`src/rtl/gpio_irq_pkg.sv`:
```
`timescale 1ns/1ps
// Shared definitions for the GPIO interrupt unit: bus address width and register map.
package gpio_irq_pkg;
    localparam int ADDR_W = 3;

    typedef enum logic [ADDR_W-1:0] {
        REG_DIR    = 3'd0,
        REG_POL    = 3'd1,
        REG_EMASK  = 3'd2,
        REG_LMASK  = 3'd3,
        REG_CAUSE  = 3'd4,
        REG_DATAIN = 3'd5
    } reg_addr_e;
endpackage

```
`src/rtl/gpio_irq_sync.sv`:
```
`timescale 1ns/1ps
// Multi-stage synchronizer for a vector of asynchronous pins.
// Assumes every bit is independent; no bus coherency is implied.
module gpio_irq_sync #(
    parameter int WIDTH  = 32,
    parameter int STAGES = 2
) (
    input  logic             clk,
    input  logic             rst_n,
    input  logic [WIDTH-1:0] d,
    output logic [WIDTH-1:0] q
);
    logic [WIDTH-1:0] stage [STAGES];

    genvar s;
    generate
        for (s = 0; s < STAGES; s++) begin : g_stage
            // Shift the pin values one stage along the chain.
            always_ff @(posedge clk) begin
                if (!rst_n) begin
                    stage[s] <= '0;
                end else if (s == 0) begin
                    stage[s] <= d;
                end else begin
                    stage[s] <= stage[(s == 0) ? 0 : s-1];
                end
            end
        end
    endgenerate

    assign q = stage[STAGES-1];
endmodule

```
`src/rtl/gpio_irq_regs.sv`:
```
`timescale 1ns/1ps
// Register file and bus decode for the GPIO interrupt unit.
// Holds direction, polarity and both masks, forms the write-zero-to-clear
// mask for the edge cause register, and returns registered read data.
// Assumes single-cycle requests: bus_en is sampled on each rising edge.
module gpio_irq_regs
    import gpio_irq_pkg::*;
#(
    parameter int DATA_W = 32
) (
    input  logic              clk,
    input  logic              rst_n,
    input  logic              bus_en,
    input  logic              bus_we,
    input  logic [ADDR_W-1:0] bus_addr,
    input  logic [DATA_W-1:0] bus_wdata,
    input  logic [DATA_W-1:0] datain,
    input  logic [DATA_W-1:0] cause,
    output logic [DATA_W-1:0] dir,
    output logic [DATA_W-1:0] pol,
    output logic [DATA_W-1:0] emask,
    output logic [DATA_W-1:0] lmask,
    output logic [DATA_W-1:0] clr_mask,
    output logic [DATA_W-1:0] bus_rdata
);
    logic              wr_req;
    logic              rd_req;
    logic [DATA_W-1:0] rd_mux;

    assign wr_req = bus_en &  bus_we;
    assign rd_req = bus_en & ~bus_we;

    // Capture software writes to the configuration registers.
    always_ff @(posedge clk) begin
        if (!rst_n) begin
            dir   <= '0;
            pol   <= '0;
            emask <= '0;
            lmask <= '0;
        end else if (wr_req) begin
            case (bus_addr)
                REG_DIR:   dir   <= bus_wdata;
                REG_POL:   pol   <= bus_wdata;
                REG_EMASK: emask <= bus_wdata;
                REG_LMASK: lmask <= bus_wdata;
                default:   ;
            endcase
        end
    end

    // Bits written as zero to the cause register are to be cleared.
    always_comb begin
        clr_mask = '0;
        if (wr_req && (bus_addr == REG_CAUSE)) begin
            clr_mask = ~bus_wdata;
        end
    end

    // Select the register addressed by a read.
    always_comb begin
        case (bus_addr)
            REG_DIR:    rd_mux = dir;
            REG_POL:    rd_mux = pol;
            REG_EMASK:  rd_mux = emask;
            REG_LMASK:  rd_mux = lmask;
            REG_CAUSE:  rd_mux = cause;
            REG_DATAIN: rd_mux = datain;
            default:    rd_mux = '0;
        endcase
    end

    // Register read data; it is zero in cycles without a read.
    always_ff @(posedge clk) begin
        if (!rst_n) begin
            bus_rdata <= '0;
        end else begin
            bus_rdata <= rd_req ? rd_mux : '0;
        end
    end
endmodule

```
`src/rtl/gpio_irq_cause.sv`:
```
`timescale 1ns/1ps
// Polarity adjustment, rising-edge detection and edge cause latch.
// Assumes sync_in is already in the clk domain. A new edge beats a
// same-cycle clear. Only pins marked as inputs can set a cause bit.
module gpio_irq_cause #(
    parameter int WIDTH = 32
) (
    input  logic             clk,
    input  logic             rst_n,
    input  logic [WIDTH-1:0] sync_in,
    input  logic [WIDTH-1:0] pol,
    input  logic [WIDTH-1:0] dir,
    input  logic [WIDTH-1:0] clr_mask,
    output logic [WIDTH-1:0] adj,
    output logic [WIDTH-1:0] adj_q,
    output logic [WIDTH-1:0] cause
);
    logic [WIDTH-1:0] rising;

    // Apply the per-pin polarity and find qualified rising transitions.
    always_comb begin
        adj    = sync_in ^ pol;
        rising = adj & ~adj_q & dir;
    end

    // Keep last cycle's adjusted value for edge detection.
    always_ff @(posedge clk) begin
        if (!rst_n) begin
            adj_q <= '0;
        end else begin
            adj_q <= adj;
        end
    end

    // Latch edges and apply software clears, with the set taking priority.
    always_ff @(posedge clk) begin
        if (!rst_n) begin
            cause <= '0;
        end else begin
            cause <= (cause & ~clr_mask) | rising;
        end
    end
endmodule

```
`src/rtl/gpio_irq_summary.sv`:
```
`timescale 1ns/1ps
// Combines masked edge and level requests and ORs them per group of pins.
// Assumes WIDTH is a whole multiple of GROUP_W.
module gpio_irq_summary #(
    parameter int WIDTH   = 32,
    parameter int GROUP_W = 8,
    localparam int NGROUPS = WIDTH / GROUP_W
) (
    input  logic [WIDTH-1:0]   cause,
    input  logic [WIDTH-1:0]   emask,
    input  logic [WIDTH-1:0]   adj,
    input  logic [WIDTH-1:0]   lmask,
    input  logic [WIDTH-1:0]   dir,
    output logic [NGROUPS-1:0] irq
);
    logic [WIDTH-1:0] req;

    // Per-pin request from either path.
    always_comb begin
        req = (cause & emask) | (adj & lmask & dir);
    end

    genvar g;
    generate
        for (g = 0; g < NGROUPS; g++) begin : g_grp
            // One summary line per group of neighbouring pins.
            assign irq[g] = |req[g*GROUP_W +: GROUP_W];
        end
    endgenerate
endmodule

```
`src/rtl/gpio_irq_unit.sv`:
```
`timescale 1ns/1ps
// GPIO bank interrupt front end: synchronizer, polarity, level and edge
// request paths with masks, and grouped summary interrupt lines.
// Assumes pins are asynchronous to clk and the bus is in the clk domain.
module gpio_irq_unit
    import gpio_irq_pkg::*;
#(
    parameter int NPINS       = 32,
    parameter int GROUP_W     = 8,
    parameter int SYNC_STAGES = 2,
    localparam int NGROUPS    = NPINS / GROUP_W
) (
    input  logic               clk,
    input  logic               rst_n,
    input  logic [NPINS-1:0]   pin_i,
    input  logic               bus_en,
    input  logic               bus_we,
    input  logic [ADDR_W-1:0]  bus_addr,
    input  logic [NPINS-1:0]   bus_wdata,
    output logic [NPINS-1:0]   bus_rdata,
    output logic [NGROUPS-1:0] irq_o
);
    logic [NPINS-1:0] sync_in;
    logic [NPINS-1:0] dir;
    logic [NPINS-1:0] pol;
    logic [NPINS-1:0] emask;
    logic [NPINS-1:0] lmask;
    logic [NPINS-1:0] clr_mask;
    logic [NPINS-1:0] adj;
    logic [NPINS-1:0] adj_q;
    logic [NPINS-1:0] cause;

    gpio_irq_sync #(.WIDTH(NPINS), .STAGES(SYNC_STAGES)) u_sync (
        .clk   (clk),
        .rst_n (rst_n),
        .d     (pin_i),
        .q     (sync_in)
    );

    gpio_irq_regs #(.DATA_W(NPINS)) u_regs (
        .clk       (clk),
        .rst_n     (rst_n),
        .bus_en    (bus_en),
        .bus_we    (bus_we),
        .bus_addr  (bus_addr),
        .bus_wdata (bus_wdata),
        .datain    (adj),
        .cause     (cause),
        .dir       (dir),
        .pol       (pol),
        .emask     (emask),
        .lmask     (lmask),
        .clr_mask  (clr_mask),
        .bus_rdata (bus_rdata)
    );

    gpio_irq_cause #(.WIDTH(NPINS)) u_cause (
        .clk      (clk),
        .rst_n    (rst_n),
        .sync_in  (sync_in),
        .pol      (pol),
        .dir      (dir),
        .clr_mask (clr_mask),
        .adj      (adj),
        .adj_q    (adj_q),
        .cause    (cause)
    );

    gpio_irq_summary #(.WIDTH(NPINS), .GROUP_W(GROUP_W)) u_sum (
        .cause (cause),
        .emask (emask),
        .adj   (adj),
        .lmask (lmask),
        .dir   (dir),
        .irq   (irq_o)
    );
endmodule

```
`config.mk`:
```
export PLATFORM = sky130hd
export DESIGN_NAME = gpio_irq_unit
export DESIGN_NICKNAME = d
export VERILOG_FILES = /design/src/rtl/gpio_irq_pkg.sv /design/src/rtl/gpio_irq_sync.sv /design/src/rtl/gpio_irq_regs.sv /design/src/rtl/gpio_irq_cause.sv /design/src/rtl/gpio_irq_summary.sv /design/src/rtl/gpio_irq_unit.sv
export SDC_FILE = /design/constraint.sdc
export NUM_CORES = 1
export LEC_CHECK = 0
export BUFFER_PORTS_ARGS = -buffer_cell sky130_fd_sc_hd__buf_2
export CAP_MARGIN = 20
export CELL_PAD_IN_SITES_DETAIL_PLACEMENT = 1
export CELL_PAD_IN_SITES_GLOBAL_PLACEMENT = 2
export CORE_AREA = 10 10 187 189
export CTS_CLUSTER_DIAMETER = 60
export DETAILED_ROUTE_END_ITERATION = 7
export DIE_AREA = 0 0 197 199
export GPL_TIMING_DRIVEN = 0
export PLACE_DENSITY_LB_ADDON = 0.1
export SYNTH_ARGS = -nofsm -noshare
export SYNTH_HDL_FRONTEND = slang
export SYNTH_SLANG_ARGS = --single-unit
export TNS_END_PERCENT = 20
```
`constraint.sdc`:
```
create_clock -name clk -period 3 [get_ports clk]
set_clock_uncertainty 0.1 [all_clocks]
set_input_delay 0.6 -clock clk [delete_from_list [all_inputs] [get_ports clk]]
set_output_delay 0.6 -clock clk [all_outputs]
set_load 0.01 [all_outputs]
```
# --- Word level (Yosys, flattened, before mapping) ---
# Memory sizes are Yosys's and may differ from the RTL's.
# Cells that the tools add are included.
classes:
  multipliers: 0
  magnitude_cmp: 0
  bitwise: 17
  addsub: 0
  eq_ne: 5
  n_div: 0
  n_shift: 0
  reduce_logical: 11
  mux: 6
ops:
  columns: ["cell", "n"]
  rows:
  - ["AND 32 bit", 6]
  - ["case mux 32 bit (6 select lines)", 1]
  - ["2-to-1 mux 32 bit", 3]
  - ["NOT 32 bit", 3]
  - ["bitwise OR 32 bit", 2]
  - ["OR reduction 8 bit", 4]
  - ["XOR 32 bit", 1]
  - ["AND reduction 2 bit", 5]
  - ["== test 3 x 2 -> 1 bit (second input constant)", 2]
  - ["== test 3 bit (second input constant)", 2]
  - ["== test 3 x 1 -> 1 bit (second input constant)", 1]
  - ["logical NOT 3 bit", 1]
  - ["AND 1 bit", 2]
  - ["2-to-1 mux 1 bit", 2]
  - ["bitwise OR 1 bit", 2]
  - ["logical AND 1 bit", 1]
  - ["NOT 1 bit", 1]
word_totals:
  romBits: 0
  ramBits: 64
  output_inout_bits: 36
  latchBits: 0
  mem_count: 1
  ff_bits: 224
memory_table:
  columns: ["name", "words", "width", "read_ports", "rd_clocked_by_memory_dff", "write_ports", "line", "rtl"]
  rows:
  - ["u_sync.stage", 2, 32, 2, 0, 2, "gpio_irq_sync.sv:13", "logic [WIDTH-1:0] stage [STAGES];"]

# --- Depth between registers and ports, before layout ---
# Gate-level depths: netlist of run 1.
logic_depth:
  word_depth: 6
  depth_mapped: 7
  ltp_nobuf: 4

# --- By module ---
# From an unflattened synthesis of run 1, not the netlist that was laid out.
unflattened:
  cells_unflattened: 1281
  area_unflattened_um2: 11969.0
modules_own_cells:
  columns: ["mod", "seq_area_each_um2", "area_each_um2", "cells_per_inst", "n_inst"]
  rows:
  - ["gpio_irq_regs", 3203.1, 7210.7, 849, 1]
  - ["gpio_irq_cause", 1281.2, 2551.2, 234, 1]
  - ["gpio_irq_sync", 1281.2, 1791.7, 134, 1]
  - ["gpio_irq_summary", 0.0, 415.4, 64, 1]

# --- Worst setup path before layout of run 1 ---
# OpenSTA, ideal clock, no wires.
synth_timing:
  path_kind: "flip-flop to output port"
  start: "register u_cause.cause[23]"
  end: "output port irq_o[2]"
  path_stages_with_launch: 5
  arrival_time_ps: 1212
  n_path_buf: 0
  setup_slack_ps: 1088
  path_cell_list: "dfxtp_1 > a22o_1 > a221oi_1 > nand4_1 > or3_1"
synth_via:
  elab_chain_cells: 3
synth_lines:
  columns: ["element", "line", "rtl"]
  rows:
  - ["from (decl)", "gpio_irq_cause.sv:16", "output logic [WIDTH-1:0] cause"]
  - ["from (signal assigned)", "gpio_irq_cause.sv:40", "cause <= (cause & ~clr_mask) | rising;"]
  - ["AND 32 bit", "gpio_irq_summary.sv:20", "req = (cause & emask) | (adj & lmask & dir);"]
  - ["bitwise OR 32 bit", "gpio_irq_summary.sv:20", null]
  - ["OR reduction 8 bit", "gpio_irq_summary.sv:27", "assign irq[g] = |req[g*GROUP_W +: GROUP_W];"]
  - ["to (decl)", "gpio_irq_unit.sv:21", "output logic [NGROUPS-1:0] irq_o"]
# Every way passes these cells.

# --- Worst setup path after layout of run 1 ---
layout_timing:
  start: "register u_cause.cause[28]"
  end: "output port irq_o[3]"
# Same word-level chain as after synthesis.

==> summary.md, run 1 <==
| Metric | Value |
|---|---|
| Min Tclk post-route | `2820 ps` |
| DPL Wire Length | `30.1 mm` |
| Power per Cell Area | `629 nW/um2` |
| Distinct cells, synth | `39` |
| Synth area leader | `dfxtp_1` |
| Die Footprint | `39200 um2` |
| Initial antenna violation count | `3` |
| Cell Chain, Critical Path | `a22o_1, a221oi_1, nand4_1, or3_1, buf_2` |
| Vias in the first global route | `10300` |
| Post_cts resized | `0` |
| Avg Cell Area, Syn | `9.11 um2` |
| Final worst path period share | `94.0%` |
| Hold path depth | `2` |
| Register bit count reported by yosys | `288` |
| Max-slew headroom | `32.2%` |
| Synth Warn # | `0` |
| Die W | `197 um` |
| R2r worst-path depth | `4` |
| Core area | `31200 um2` |
| DR iter-0 viols | `563` |
| Area delta synth->final | `18.8%` |
| Status | `completed` |
| TNS Setup | `0 ps` |
| Worst Setup Path Type | `reg2out` |
| Gr usage total | `22.3%` |
| Commonest non-fill, non-tap cell in the layout | `nand2_1` |
| Nets | `1502` |
| Initial core utilization | `37.5%` |
| Drc violations | `0` |
| Post-synth top area share | `49.2%` |
| Ys async rst share | `0%` |
| Worst endpoint required time | `2300 ps` |
| Synthesized area | `11700 um2` |
| CP peak stage delay | `410 ps` |
| Buffers on Ports | `105` |
| Worst min-delay path category | `in2reg` |
| Worst Path Max Fanout | `3` |
| Top post-synthesis cells by area | `dfxtp_1, nand2_1, a21boi_1` |
| Actual slew at the worst max-slew pin | `1020 ps` |
| Pleak | `0.00543 uW` |
| Count of final hold-check violations | `0` |
| Final Util | `44.6%` |
| Largest net degree at the start of global routing | `13` |
| CTS Hold Bufs | `0` |
| Final Setup Violations | `0` |
| Layout cells sized above 1 | `15.8%` |
| Most Crowded Layer GR | `met2` |
| Startpoint Class | `register` |
| H-tree Lvls | `2` |
| Primary FF master, synth | `dfxtp_1` |
| CTS Buf Count | `36` |
| Met2 Track Usage GR | `37.6%` |
| WL final | `44.0 mm` |
| M1 GR Usage | `29.3%` |
| Clock Sinks | `288` |
| Synthesized net count | `1358` |
| Cells after Synth | `1287` |
| Number of max-cap violations | `0` |
| Most frequent cells in the layout | `nand2_1, dfxtp_1, buf_2, a21boi_1, and2_1` |
| Post-synth EDFFs | `0` |
| DIE HEIGHT | `199 um` |
| Cell family with most CP delay | `simple AND/OR/NAND/NOR gates` |
| Sequential-to-total area share from yosys stat | `49.2%` |
| Routability congestion estimate | `0.857` |
| Site row count | `65` |
| Drt first pass iters | `5` |
| CTS tree | `done` |
| Peak VDD IR | `497 uV` |
| Met3 Use GR | `3.70%` |
| F_max | `355 MHz` |
| CP max-delay cell | `or3_1` |
| Num ports | `107` |
| Clk slew on worst S/H paths | `60 ps` |
| Clk Latency, worst-skew pair | `510 ps` |
| Vias/cell | `5.33` |
| Antenna Nets Post-Route | `0` |
| Overflow after GRT | `0` |
| Worst Setup End Kind | `primary output` |
| RSZ-0062 raised after global routing | `no` |
| Critical Path Stages | `5` |
| DR WL/cell | `23.7 um` |
| Max-slew violations | `0` |
| Setup bufs post-CTS | `0` |
| First-pass GRT wire length | `65.3 mm` |
| Vias | `9895` |
| Root buffer cell | `clkbuf_16` |
| Number of fill cells in the layout | `3679` |
| CP arrival | `2120 ps` |
| Maximum root-to-sink buffer count | `3` |
| Crit path buf inv count | `1` |
==> report_power, final <==
part / internal, uW / switching, uW
Sequential: 3910 / 43.1
Clock: 2600 / 1690
Combinational: 189 / 341
Total: 6690 / 2070
==> cell usage after synthesis, types with 32 or more instances <==
cell type and count:
mux2i_1 43, nand2_1 289, nand3_1 37, clkbuf_1 32, a21boi_1 131, nand3b_1 35
o21ai_0 32, dfxtp_1 288, and2_1 97, xor2_1 37, buf_2 37, nor2_1 34
==> flip-flops by register name, summed over array words and instances, names as in the netlist <==
| signal | flops |
|---|---|
| u_regs.pol | 32 |
| u_regs.bus_rdata | 32 |
| u_sync.stage | 64 |
| u_regs.emask | 32 |
| u_regs.lmask | 32 |
| u_cause.adj_q | 32 |
| u_regs.dir | 32 |
| u_cause.cause | 32 |
==> worst register-to-register path, stage by stage, from the launching register on <==
cell and delay [ps]:
dfxtp_1 350, mux4_2 460, nor2b_1 140, a21oi_1 120, nor2_1 90
==> layer usage <==
metal | share of wire [%] | routed length [um] | vias to the layer above
met5 | 0 | 0 | -
met2 | 47 | 20700 | 237
met3 | 4.7 | 2080 | 56
li1 | - | - | 4637
met4 | 1.6 | 703 | 0
met1 | 47 | 20600 | 4965
==> cell families (layout without fill, tap and decap cells) <==
family | count (synthesis) | count (layout) | share of synthesized area (%)
flops | 288 | 288 | 49.2
compound gates | 278 | 278 | 16.7
xor+xnor | 58 | 58 | 4.33
buf+inv | 86 | 254 | 3.72
simple gates | 527 | 527 | 21.4
mux | 50 | 50 | 4.63
other cells | 0 | 1 | 0
==> per-stage QoR <==
| stage | cell area [um2] | setup WS [ps] | hold WS [ps] | power (uW) | instances |
|---|---|---|---|---|---|
| floorplan | 11700 | 1090 | 312 | 4290 | 1287 |
| global placement | 12800 | 305 | 314 | 4550 | 1794 |
| finish | 13900 | 180 | 193 | 8760 | 1858 |
| CTS | 13900 | 71.2 | 177 | 8850 | 1857 |
| global route | 13900 | 55.1 | 185 | 9050 | 1857 |
| detailed placement | 12800 | 413 | 322 | 4560 | 1795 |
==> final timing paths <==
check	start	end	slack [ps]
worst max-delay path	u_cause.cause[28]$_SDFF_PN0_	irq_o[3]	180
worst min-delay path	pin_i[29]	u_sync.stage[0][29]$_SDFF_PN0_	190
worst max register to register	u_regs.dir[31]$_SDFFE_PN0P_	u_regs.bus_rdata[31]$_SDFF_PN0_	1550
worst min register to register	u_sync.stage[0][2]$_SDFF_PN0_	u_sync.stage[1][2]$_SDFF_PN0_	330
==> cell type report <==
class,count,area [um2],share of cell area [%]
Sequential cell,288,5770,41.4
Antenna cell,1,2.50,0.0180
Buffer,86,437,3.13
Multi-Input combinational cell,913,5520,39.6
Timing Repair Buffer,106,533,3.83
Clock inverter,13,125,0.898
Tap cell,402,503,3.61
Clock buffer,49,1040,7.47
(Power assumes the default switching activity.)
==> run 2, diff against run 1 <==
- BUFFER_PORTS_ARGS: -buffer_cell sky130_fd_sc_hd__buf_2 -> -buffer_cell sky130_fd_sc_hd__buf_4
- CORE_AREA: 10 10 187 189 -> 10 10 189 191
- DIE_AREA: 0 0 197 199 -> 0 0 199 201
- SETUP_SLACK_MARGIN: default -> 0.4
- SYNTH_HIERARCHICAL: default -> 1
==> summary.md, run 2 <==
| Metric | Value |
|---|---|
| Nets | `1501` |
| Clk slew on worst S/H paths | `60 ps` |
| Power per Cell Area | `608 nW/um2` |
| Worst Path Max Fanout | `2` |
| Synthesized area | `12000 um2` |
| Status | `completed` |
| Post-place setup slack | `203 ps` |
| Overflow after GRT | `0` |
| Layout cells sized above 1 | `23.8%` |
| Drt first pass iters | `4` |
| Cells after Synth | `1281` |
| Final Setup Violations | `0` |
| Number of fill cells in the layout | `3661` |
| Vias | `10000` |
| Final worst path period share | `88.8%` |
| Count of final hold-check violations | `0` |
| Critical Path End | `irq_o[1]` |
| Sequential-to-total area share from yosys stat | `48.2%` |
| Largest net degree at the start of global routing | `20` |
| Post-synth EDFFs | `0` |
| H-tree Lvls | `2` |
| R2r endpoint | `u_regs/bus_rdata[0]$_SDFF_PN0_` |
| Pleak | `0.00583 uW` |
| Register bit count reported by yosys | `288` |
| R2r worst-path depth | `5` |
| Diode count | `0` |
| Vias in the first global route | `10500` |
| CTS Buf Count | `35` |
| Site row count | `66` |
| Ys async rst share | `0%` |
| Actual slew at the worst max-slew pin | `923 ps` |
| Distinct cells, synth | `39` |
| Worst endpoint required time | `2300 ps` |
| Core area | `32000 um2` |
| Most common cell in the netlist | `dfxtp_1` |
| Antenna Nets Post-Route | `0` |
| Min Tclk post-route | `2660 ps` |
| Vias/cell | `5.37` |
| CP startpoint | `u_cause/cause[10]$_SDFF_PN0_` |
| Num ports | `107` |
| Top post-synthesis cells by area | `dfxtp_1, nand2_1, a21boi_1` |
| Worst r2r src | `u_sync/stage[1][0]$_SDFF_PN0_` |
| Initial antenna violation count | `1` |
| DIE HEIGHT | `201 um` |
| Largest Register | `u_sync/stage` |
| Synthesized net count | `1352` |
| Number of max-cap violations | `0` |
| Max-slew violations | `0` |
| Area delta synth->final | `22.2%` |
| Peak VDD IR | `369 uV` |
| TNS Setup | `0 ps` |
| Drc violations | `0` |
| Max-slew headroom | `38.4%` |
| Clk Latency, worst-skew pair | `520 ps` |
| Die W | `199 um` |
| Synth Warn # | `6` |
| Worst Setup Path Type | `reg2out` |
| Largest register FFs | `64` |
| Initial core utilization | `37.4%` |
| Post-synth top cells | `dfxtp_1, nand2_1, a21boi_1` |
| Worst Setup End Kind | `primary output` |
| CTS Hold Bufs | `0` |
| Post-synth top area share | `48.2%` |
| WL final | `45.6 mm` |
| DR WL/cell | `24.5 um` |
| Die Footprint | `40000 um2` |
| CP arrival | `1960 ps` |
| Worst min-delay path category | `in2reg` |
| CTS tree | `done` |
| Startpoint Class | `register` |
| Avg Cell Area, Syn | `9.34 um2` |
| Commonest non-fill, non-tap cell in the layout | `dfxtp_1` |
| Clock Sinks | `288` |
| Root buffer cell | `clkbuf_16` |
| Gr usage total | `22.5%` |
| Most frequent cells in the layout | `dfxtp_1, nand2_1, buf_4, a21boi_1, and2_2` |
| Primary FF master, synth | `dfxtp_1` |
| Maximum root-to-sink buffer count | `3` |
| Routability congestion estimate | `0.816` |
| F_max | `375 MHz` |
| Final WS setup | `337 ps` |
| Buffers on Ports | `105` |
| First-pass GRT wire length | `67.5 mm` |
| R2R Setup Slk | `1520 ps` |
| Synth area leader | `dfxtp_1` |
| RSZ-0062 raised after global routing | `yes` |
| DPL Wire Length | `31.2 mm` |
| DR iter-0 viols | `564` |
## run 2: cells by family (layout without fill, tap and decap cells)
| family | after synthesis | count (layout) | share of synthesized area [%] |
|---|---|---|---|
| flip-flops | 288 | 288 | 48.2 |
| XOR/XNOR | 32 | 32 | 2.34 |
| AND/OR/NAND/NOR | 516 | 516 | 21.5 |
| AO/OA/AOI/OAI | 259 | 259 | 16.3 |
| buffers and inverters | 122 | 295 | 5.08 |
| multiplexers | 64 | 64 | 6.52 |
## run 2: worst min-delay path by stage
stage                     slack (ps)  depth (start not counted)                            from                             end
after global routing             190                          2                       pin_i[14]  u_sync/stage[0][14]$_SDFF_PN0_
after detailed placement         330                          1  u_sync/stage[0][26]$_SDFF_PN0_  u_sync/stage[1][26]$_SDFF_PN0_
after CTS                        190                          2                       pin_i[24]  u_sync/stage[0][24]$_SDFF_PN0_
final                            200                          2                       pin_i[14]  u_sync/stage[0][14]$_SDFF_PN0_
after floorplan                  320                          1  u_sync/stage[0][30]$_SDFF_PN0_  u_sync/stage[1][30]$_SDFF_PN0_
after global placement           330                          1  u_sync/stage[0][25]$_SDFF_PN0_  u_sync/stage[1][25]$_SDFF_PN0_
## run 2: where the power goes
group	internal, uW	switching (uW)	total (uW)
Combinational	228	367	595
Clock	2680	1660	4340
Sequential	3910	42.7	3950
Total	6820	2070	8890
## run 2: cell type report
class                      instances  area, um2  area share [%]
clock buffer                      53       1060            7.22
inverter                          39        146            1.00
sequential                       288       5780            39.5
buffer                            83        462            3.16
tap                              408        510            3.49
multi-input combinational        871       5700            39.0
timing repair buffer             112        852            5.83
clock inverter                     8        124           0.847
## run 2: metrics by stage
step	utilization (%)	power [uW]	hold WS, ps	area, um2	instances
final	45.6	8890	203	14600	1862
after CTS	45.6	8970	188	14600	1862
after global placement	41.4	4610	328	13300	1794
after detailed placement	41.4	4620	333	13300	1795
after floorplan	-	4300	320	12000	1281
after global routing	45.6	9200	193	14600	1862
## run 2: critical path, cell delays in order (launching register included)
cell	delay (ps)
dfxtp_2	330
a22o_1	230
a221oi_2	240
nand3_1	120
or3_4	400
buf_6	130
## run 2: routing by layer
metal	wire, um	track usage (%)
met1	21300	30.2
met2	21300	36.5
met3	2030	3.22
met4	1100	6.54
met5	0	0
## run 2: what timing repair did
item,4_1_cts,5_1_grt
setup endpoints to repair,4,4
gates resized for setup,28,1
pin swaps,13,0
endpoints found under the hold margin,0,0
setup buffers,6,0
